`src/rtl/ppb_pkg.sv`:
```
package ppb_pkg;

  typedef enum logic [1:0] {
    ST_RUN     = 2'd0,
    ST_SWAP    = 2'd1,
    ST_DR_WAKE = 2'd2,
    ST_DR_XFER = 2'd3
  } ppb_state_e;

  function automatic logic [1:0] bank_onehot(input logic b);
    return b ? 2'b10 : 2'b01;
  endfunction

endpackage

```
`src/rtl/ppb_fill_ctr.sv`:
```
module ppb_fill_ctr #(
  parameter int BLOCK_WORDS = 128,
  parameter int BANK_WORDS  = 1024,
  parameter int FILL_W      = 11,
  parameter int BLKS_W      = 4
) (
  input  logic              clk,
  input  logic              rst,
  input  logic              inc,
  input  logic              dec_blk,
  output logic [BLKS_W-1:0] blocks,
  output logic              empty,
  output logic              full,
  output logic              almost_full,
  output logic              last_blk
);
  localparam int BLK_SH = $clog2(BLOCK_WORDS);

  logic [FILL_W-1:0] words;

  assign blocks      = words[FILL_W-1:BLK_SH];
  assign empty       = (words == '0);
  assign full        = (words == FILL_W'(BANK_WORDS));
  assign almost_full = (words == FILL_W'(BANK_WORDS - 1));
  assign last_blk    = (words <= FILL_W'(BLOCK_WORDS));

  always_ff @(posedge clk) begin
    if (rst) begin
      words <= '0;
    end else if (inc) begin
      words <= words + 1'b1;
    end else if (dec_blk) begin
      words <= last_blk ? '0 : words - FILL_W'(BLOCK_WORDS);
    end
  end
endmodule

```
`src/rtl/ppb_settle_timer.sv`:
```
module ppb_settle_timer #(
  parameter int W = 8
) (
  input  logic         clk,
  input  logic         rst,
  input  logic         load,
  input  logic [W-1:0] val,
  output logic         done
);
  logic [W-1:0] cnt;

  assign done = (cnt == '0);

  always_ff @(posedge clk) begin
    if (rst) begin
      cnt <= '0;
    end else if (load) begin
      cnt <= val;
    end else if (!done) begin
      cnt <= cnt - 1'b1;
    end
  end
endmodule

```
`src/rtl/ppb_thresh_wake.sv`:
```
module ppb_thresh_wake #(
  parameter int BLKS_W = 4,
  parameter int THR_W  = 8
) (
  input  logic              clk,
  input  logic              rst,
  input  logic [BLKS_W-1:0] blocks0,
  input  logic [BLKS_W-1:0] blocks1,
  input  logic [THR_W-1:0]  thresh,
  input  logic              acq_start,
  input  logic              clr,
  output logic              wake
);
  logic hit;

  assign hit = (thresh != '0) &&
               ((32'(blocks0) >= 32'(thresh)) || (32'(blocks1) >= 32'(thresh)));

  always_ff @(posedge clk) begin
    if (rst || clr) begin
      wake <= 1'b0;
    end else if (acq_start && hit) begin
      wake <= 1'b1;
    end
  end
endmodule

```
`src/rtl/pingpong_bank_mgr.sv`:
```
module pingpong_bank_mgr
  import ppb_pkg::*;
#(
  parameter int DATA_W      = 32,
  parameter int BLOCK_WORDS = 128,
  parameter int BANK_BLOCKS = 8,
  parameter int THR_W       = 8,
  parameter int SETTLE_W    = 8
) (
  input  logic                clk,
  input  logic                rst,
  input  logic [THR_W-1:0]    cfg_thresh_blocks,
  input  logic [SETTLE_W-1:0] cfg_settle,
  input  logic                acq_start,
  input  logic                host_retrieve,
  input  logic                in_valid,
  input  logic [DATA_W-1:0]   in_data,
  output logic                in_ready,
  output logic                wr_valid,
  output logic                wr_bank,
  output logic [DATA_W-1:0]   wr_data,
  output logic [1:0]          bank_pwr,
  output logic [1:0]          bank_hs,
  output logic                drain_valid,
  output logic                drain_bank,
  input  logic                drain_ready,
  output logic                drain_active,
  output logic                bulk_pwr_req,
  output logic                active_bank,
  output logic                overflow_flag
);
  localparam int BANK_WORDS = BLOCK_WORDS * BANK_BLOCKS;
  localparam int FILL_W     = $clog2(BANK_WORDS + 1);
  localparam int BLK_SH     = $clog2(BLOCK_WORDS);
  localparam int BLKS_W     = FILL_W - BLK_SH;

  ppb_state_e state;
  logic       act;
  logic       dr_bank;
  logic       pend;
  logic [1:0] pwr_q;
  logic [1:0] hs_q;
  logic       ovf_q;

  logic [1:0] empty, full, afull, last;
  logic [1:0] inc, dec;
  logic [BLKS_W-1:0] blks [2];

  logic acc, wr_ok, drain_fire, other;
  logic go_drain, go_swap, next_bank, drain_done, tmr_load, tmr_done;

  assign other      = ~act;
  assign in_ready   = (state == ST_RUN) && !pend;
  assign acc        = in_valid && in_ready;
  assign wr_ok      = acc && !full[act];
  assign drain_fire = (state == ST_DR_XFER) && drain_ready;

  assign go_drain   = (state == ST_RUN) && pend && !(empty[0] && empty[1]);
  assign go_swap    = (state == ST_RUN) && !pend && wr_ok && afull[act] && empty[other];
  assign next_bank  = drain_fire && last[dr_bank] && !empty[~dr_bank];
  assign drain_done = drain_fire && last[dr_bank] && empty[~dr_bank];
  assign tmr_load   = go_drain || go_swap || next_bank;

  generate
    for (genvar b = 0; b < 2; b++) begin : g_bank
      assign inc[b] = wr_ok && (act == 1'(b));
      assign dec[b] = drain_fire && (dr_bank == 1'(b));

      ppb_fill_ctr #(
        .BLOCK_WORDS(BLOCK_WORDS),
        .BANK_WORDS (BANK_WORDS),
        .FILL_W     (FILL_W),
        .BLKS_W     (BLKS_W)
      ) u_fill (
        .clk        (clk),
        .rst        (rst),
        .inc        (inc[b]),
        .dec_blk    (dec[b]),
        .blocks     (blks[b]),
        .empty      (empty[b]),
        .full       (full[b]),
        .almost_full(afull[b]),
        .last_blk   (last[b])
      );
    end
  endgenerate

  ppb_settle_timer #(.W(SETTLE_W)) u_settle (
    .clk (clk),
    .rst (rst),
    .load(tmr_load),
    .val (cfg_settle),
    .done(tmr_done)
  );

  ppb_thresh_wake #(.BLKS_W(BLKS_W), .THR_W(THR_W)) u_wake (
    .clk      (clk),
    .rst      (rst),
    .blocks0  (blks[0]),
    .blocks1  (blks[1]),
    .thresh   (cfg_thresh_blocks),
    .acq_start(acq_start),
    .clr      (drain_done),
    .wake     (bulk_pwr_req_wake)
  );

  logic bulk_pwr_req_wake;

  always_ff @(posedge clk) begin
    if (rst) begin
      state    <= ST_RUN;
      act      <= 1'b0;
      dr_bank  <= 1'b0;
      pend     <= 1'b0;
      pwr_q    <= 2'b01;
      hs_q     <= 2'b00;
      ovf_q    <= 1'b0;
      wr_valid <= 1'b0;
      wr_bank  <= 1'b0;
      wr_data  <= '0;
    end else begin
      wr_valid <= wr_ok;
      if (wr_ok) begin
        wr_bank <= act;
        wr_data <= in_data;
      end
      if (acc && full[act]) ovf_q <= 1'b1;
      if (host_retrieve) pend <= 1'b1;

      unique case (state)
        ST_RUN: begin
          if (pend) begin
            pend <= host_retrieve;
            if (go_drain) begin
              state   <= ST_DR_WAKE;
              dr_bank <= empty[0];
              pwr_q   <= bank_onehot(empty[0]);
              hs_q    <= bank_onehot(empty[0]);
            end
          end else if (go_swap) begin
            state <= ST_SWAP;
            pwr_q <= 2'b11;
          end
        end
        ST_SWAP: begin
          if (tmr_done) begin
            state <= ST_RUN;
            act   <= other;
            pwr_q <= bank_onehot(other);
          end
        end
        ST_DR_WAKE: begin
          if (tmr_done) state <= ST_DR_XFER;
        end
        ST_DR_XFER: begin
          if (next_bank) begin
            state   <= ST_DR_WAKE;
            dr_bank <= ~dr_bank;
            pwr_q   <= bank_onehot(~dr_bank);
            hs_q    <= bank_onehot(~dr_bank);
          end else if (drain_done) begin
            state <= ST_RUN;
            act   <= 1'b0;
            pwr_q <= 2'b01;
            hs_q  <= 2'b00;
          end
        end
        default: state <= ST_RUN;
      endcase
    end
  end

  assign bank_pwr      = pwr_q;
  assign bank_hs       = hs_q;
  assign drain_valid   = (state == ST_DR_XFER);
  assign drain_bank    = dr_bank;
  assign drain_active  = (state == ST_DR_WAKE) || (state == ST_DR_XFER);
  assign bulk_pwr_req  = bulk_pwr_req_wake || drain_active;
  assign active_bank   = act;
  assign overflow_flag = ovf_q;

endmodule

```
`config.mk`:
```
export PLATFORM = sky130hd
export DESIGN_NAME = pingpong_bank_mgr
export DESIGN_NICKNAME = d
export VERILOG_FILES = /design/src/rtl/ppb_pkg.sv /design/src/rtl/ppb_fill_ctr.sv /design/src/rtl/ppb_settle_timer.sv /design/src/rtl/ppb_thresh_wake.sv /design/src/rtl/pingpong_bank_mgr.sv
export SDC_FILE = /design/constraint.sdc
export NUM_CORES = 1
export LEC_CHECK = 0
export BUFFER_PORTS_ARGS = -buffer_cell sky130_fd_sc_hd__buf_4
export CAP_MARGIN = 20
export CORE_MARGIN = 2
export CORE_UTILIZATION = 40
export DETAILED_ROUTE_END_ITERATION = 12
export PLACE_DENSITY = 0.6
export SLEW_MARGIN = 25
export SYNTH_ARGS = -nofsm -noshare
export SYNTH_HDL_FRONTEND = slang
export SYNTH_SLANG_ARGS = --single-unit
```
`constraint.sdc`:
```
create_clock -name clk -period 4.3 [get_ports clk]
set_input_delay 1.075 -clock clk [delete_from_list [all_inputs] [get_ports clk]]
set_output_delay 1.075 -clock clk [all_outputs]
set_load 0.01 [all_outputs]
```
==> flow_metrics.env <==
export IMPL_outcome="complete, no violations"
export IMPL_cts_resized=0
export IMPL_hold_path_depth=2
export IMPL_clkSlewWorstSetupHoldPaths_ns=0.08
export IMPL_ys_flop_type="dfxtp_1"
export IMPL_worstMarginPinSlew_ns=0.800
export IMPL_worstPathRequired_ns=3.22
export IMPL_cts_tree="done"
export IMPL_critPathKind="flop to primary output"
export IMPL_start_kind="flop"
export IMPL_diodes=0
export IMPL_drt_wl_total_mm=11.3
export IMPL_synth_edf_count=0
export IMPL_cellPowerDensity_nw_per_um2=394
export IMPL_leakage_uw=0.00218
export IMPL_cts_root_buffer_cell="clkbuf_8"
export IMPL_clockBufferDepth=2
export IMPL_reg2reg_depth=8
export IMPL_cts_sinks=75
export IMPL_clkLatencyLatePin_ns=0.35
export IMPL_drcViolationCount=0
export IMPL_cts_hold_buf=0
export IMPL_track_usage=0.201
export IMPL_die_area_sq_um=11400
export IMPL_grt_max_degree=39
export IMPL_postLayoutSetupSlackWorst_ns=1.51
export IMPL_register_area_sq_um=1500
export IMPL_hold_ws_ns=0.457
export IMPL_pin_count=99
export IMPL_syn_area_per_cell_sq_um=7.90
export IMPL_firstDrtPassIters=4
export IMPL_drv_cap=0
export IMPL_highest_layer="met4"
export IMPL_yosysUniqueCellTypes=61
export IMPL_cts_setup_buffers=0
export IMPL_switching_share=0.327
export IMPL_synthesis_area_sq_um=4230
export IMPL_pre_cts_ws_ns=1.49
export IMPL_cp_arrival_ns=1.71
export IMPL_nets=691
export IMPL_seqPwrFrac=0.404
export IMPL_synth_warnings=0
export IMPL_finalHoldViolations=0
export IMPL_port_buffers=98
export IMPL_fp_dieH_um=107
export IMPL_critPathMaxFanout=18
export IMPL_met1_length_mm=5.08
export IMPL_antenna_found_initial=0
export IMPL_switching_power_uw=674
export IMPL_syn_inst=536
export IMPL_drt_iter0_drc=214
export IMPL_avgViaCountPerCell=5.40
export IMPL_grt_overflow=0
export IMPL_finalCritPeriodShare=0.648
export IMPL_hp_class="flop to flop"
export IMPL_max_slew_margin_rel=0.465
export IMPL_clockPowerShare=0.302
export IMPL_vias=4084
export IMPL_slew_violations=0
export IMPL_start_util=0.410
export IMPL_drive_gt1_frac=0.215
export IMPL_skew_ns=0.0130
export IMPL_ant_nets=0
export IMPL_synth_nets=612
export IMPL_ctsHtreeMaxLevel=3
export IMPL_power_internal_uw=1380
export IMPL_gp_congestion=0.810
export IMPL_wire_per_inst_um=15.0
export IMPL_n_fill_cell=1022
export IMPL_wl_met3_um=709
export IMPL_setup_viol=0
export IMPL_multi_input_area_sq_um=2480
export IMPL_hpwl_mm=8.11
export IMPL_fp_dieW_um=107
export IMPL_yosysSeqAreaShare=0.355
export IMPL_core_region_area_sq_um=10300
export IMPL_wl_met2_mm=5.39
export IMPL_area_growth_pct=23.3
export IMPL_num_rows=37
export IMPL_endpoint_kind="primary output"
export IMPL_grt_pass1_wl_mm=18.6
export IMPL_pwr_share_comb=0.294
export IMPL_setup_tns_ns=0
export IMPL_synth_seq_cells=75
export IMPL_vdd_ir_drop_worst_uv=189
export IMPL_min_period_ns=2.79
export IMPL_cts_made_buffers=9
export IMPL_fmax_ghz=0.359
export IMPL_rsz0062_at_grt="no"
export IMPL_final_util=0.506
export IMPL_async_flop_share=0
export IMPL_grt_pass1_vias=3742
## registers in the layout, indices dropped and copies added, names as in the netlist
signal and count:
drain_bank 1, state 2, wr_bank 1, wr_data 32
bank_pwr 2, active_bank 1, wr_valid 1, pend 1
g_bank.u_fill.words 22, u_wake.wake 1, u_settle.cnt 8, overflow_flag 1
bank_hs 2
## stage by stage
step | cell area [sq um] | instances | power (uW)
after floorplan | 4230 | 536 | 1250
after global placement | 5000 | 740 | 1440
after detailed placement | 5000 | 740 | 1450
after CTS | 5220 | 756 | 2080
after global routing | 5220 | 756 | 2190
final | 5220 | 756 | 2060
## layer usage
metal	vias to the layer above	global-route usage
met1	1902	0.264
met4	0	0.0631
met3	13	0.0426
met2	114	0.331
met5	-	0
li1	2055	-
## power groups by stage
| stage | registers [uW] | clock network [uW] | logic (uW) |
|---|---|---|---|
| 3_3_place_gp | 845 | 0 | 591 |
| 4_1_cts | 831 | 638 | 609 |
| 2_1_floorplan | 849 | 0 | 399 |
| 6_report | 831 | 622 | 606 |
| 3_5_place_dp | 846 | 0 | 603 |
| 5_1_grt | 842 | 668 | 683 |
## synth_stat cells, types with 5 or more instances
master	number	area share
dfxtp_1	75	0.35
nand2_1	84	0.074
buf_6	5	0.013
or3_1	6	0.0089
a31oi_1	10	0.015
nand4_1	9	0.013
a21oi_1	64	0.076
o21ai_0	11	0.013
nor2b_1	8	0.012
or4_1	5	0.0089
nand3_1	30	0.035
a211oi_1	8	0.014
and4_1	8	0.017
nor3_1	9	0.011
o21ai_1	9	0.011
nor2_1	42	0.037
xor2_1	8	0.017
ha_1	22	0.065
clkbuf_1	24	0.021
inv_1	22	0.020
and3_1	12	0.018
## layout make-up
cell class / instances / share of cell area
clock buffers: 9 / 0.0237
flip-flops and latches: 75 / 0.287
repair buffers: 102 / 0.147
inverters: 22 / 0.0158
well taps: 136 / 0.0326
clock inverters: 7 / 0.0189
multi-input cells: 405 / 0.475
## worst max-delay path: stages (launching register included)
cell	delay, ns
dfxtp_1	0.35
ha_1	0.43
or3_1	0.43
buf_4	0.15
## kinds of logic after synthesis
logic type / share of synthesized area
and+or+nand+nor: 0.298
AOI/OAI and AO/OA: 0.181
DFF: 0.355
buffers and inverters: 0.0597
adders and majority gates: 0.0650
xor gates and xnor gates: 0.0248
muxes: 0.0174
## cells in the final DEF (no fill, tap or decap), types with 10 or more instances in the layout
master and count:
nand3_1 30, and3_1 12, buf_4 102, nor2_1 42, dfxtp_1 75, nand2_1 84, inv_1 22, ha_1 22
a21oi_1 64, o21ai_0 11, a31oi_1 10
## worst paths after layout
kind	startpoint	endpoint	slack, ns
min reg2reg	wr_data[25]	wr_data[25]	0.46
max	state[0]	bulk_pwr_req	1.51
max reg2reg	state[0]	wr_bank	1.59
min	wr_data[25]	wr_data[25]	0.46
Note: power is estimated with default switching activity, not from simulation.
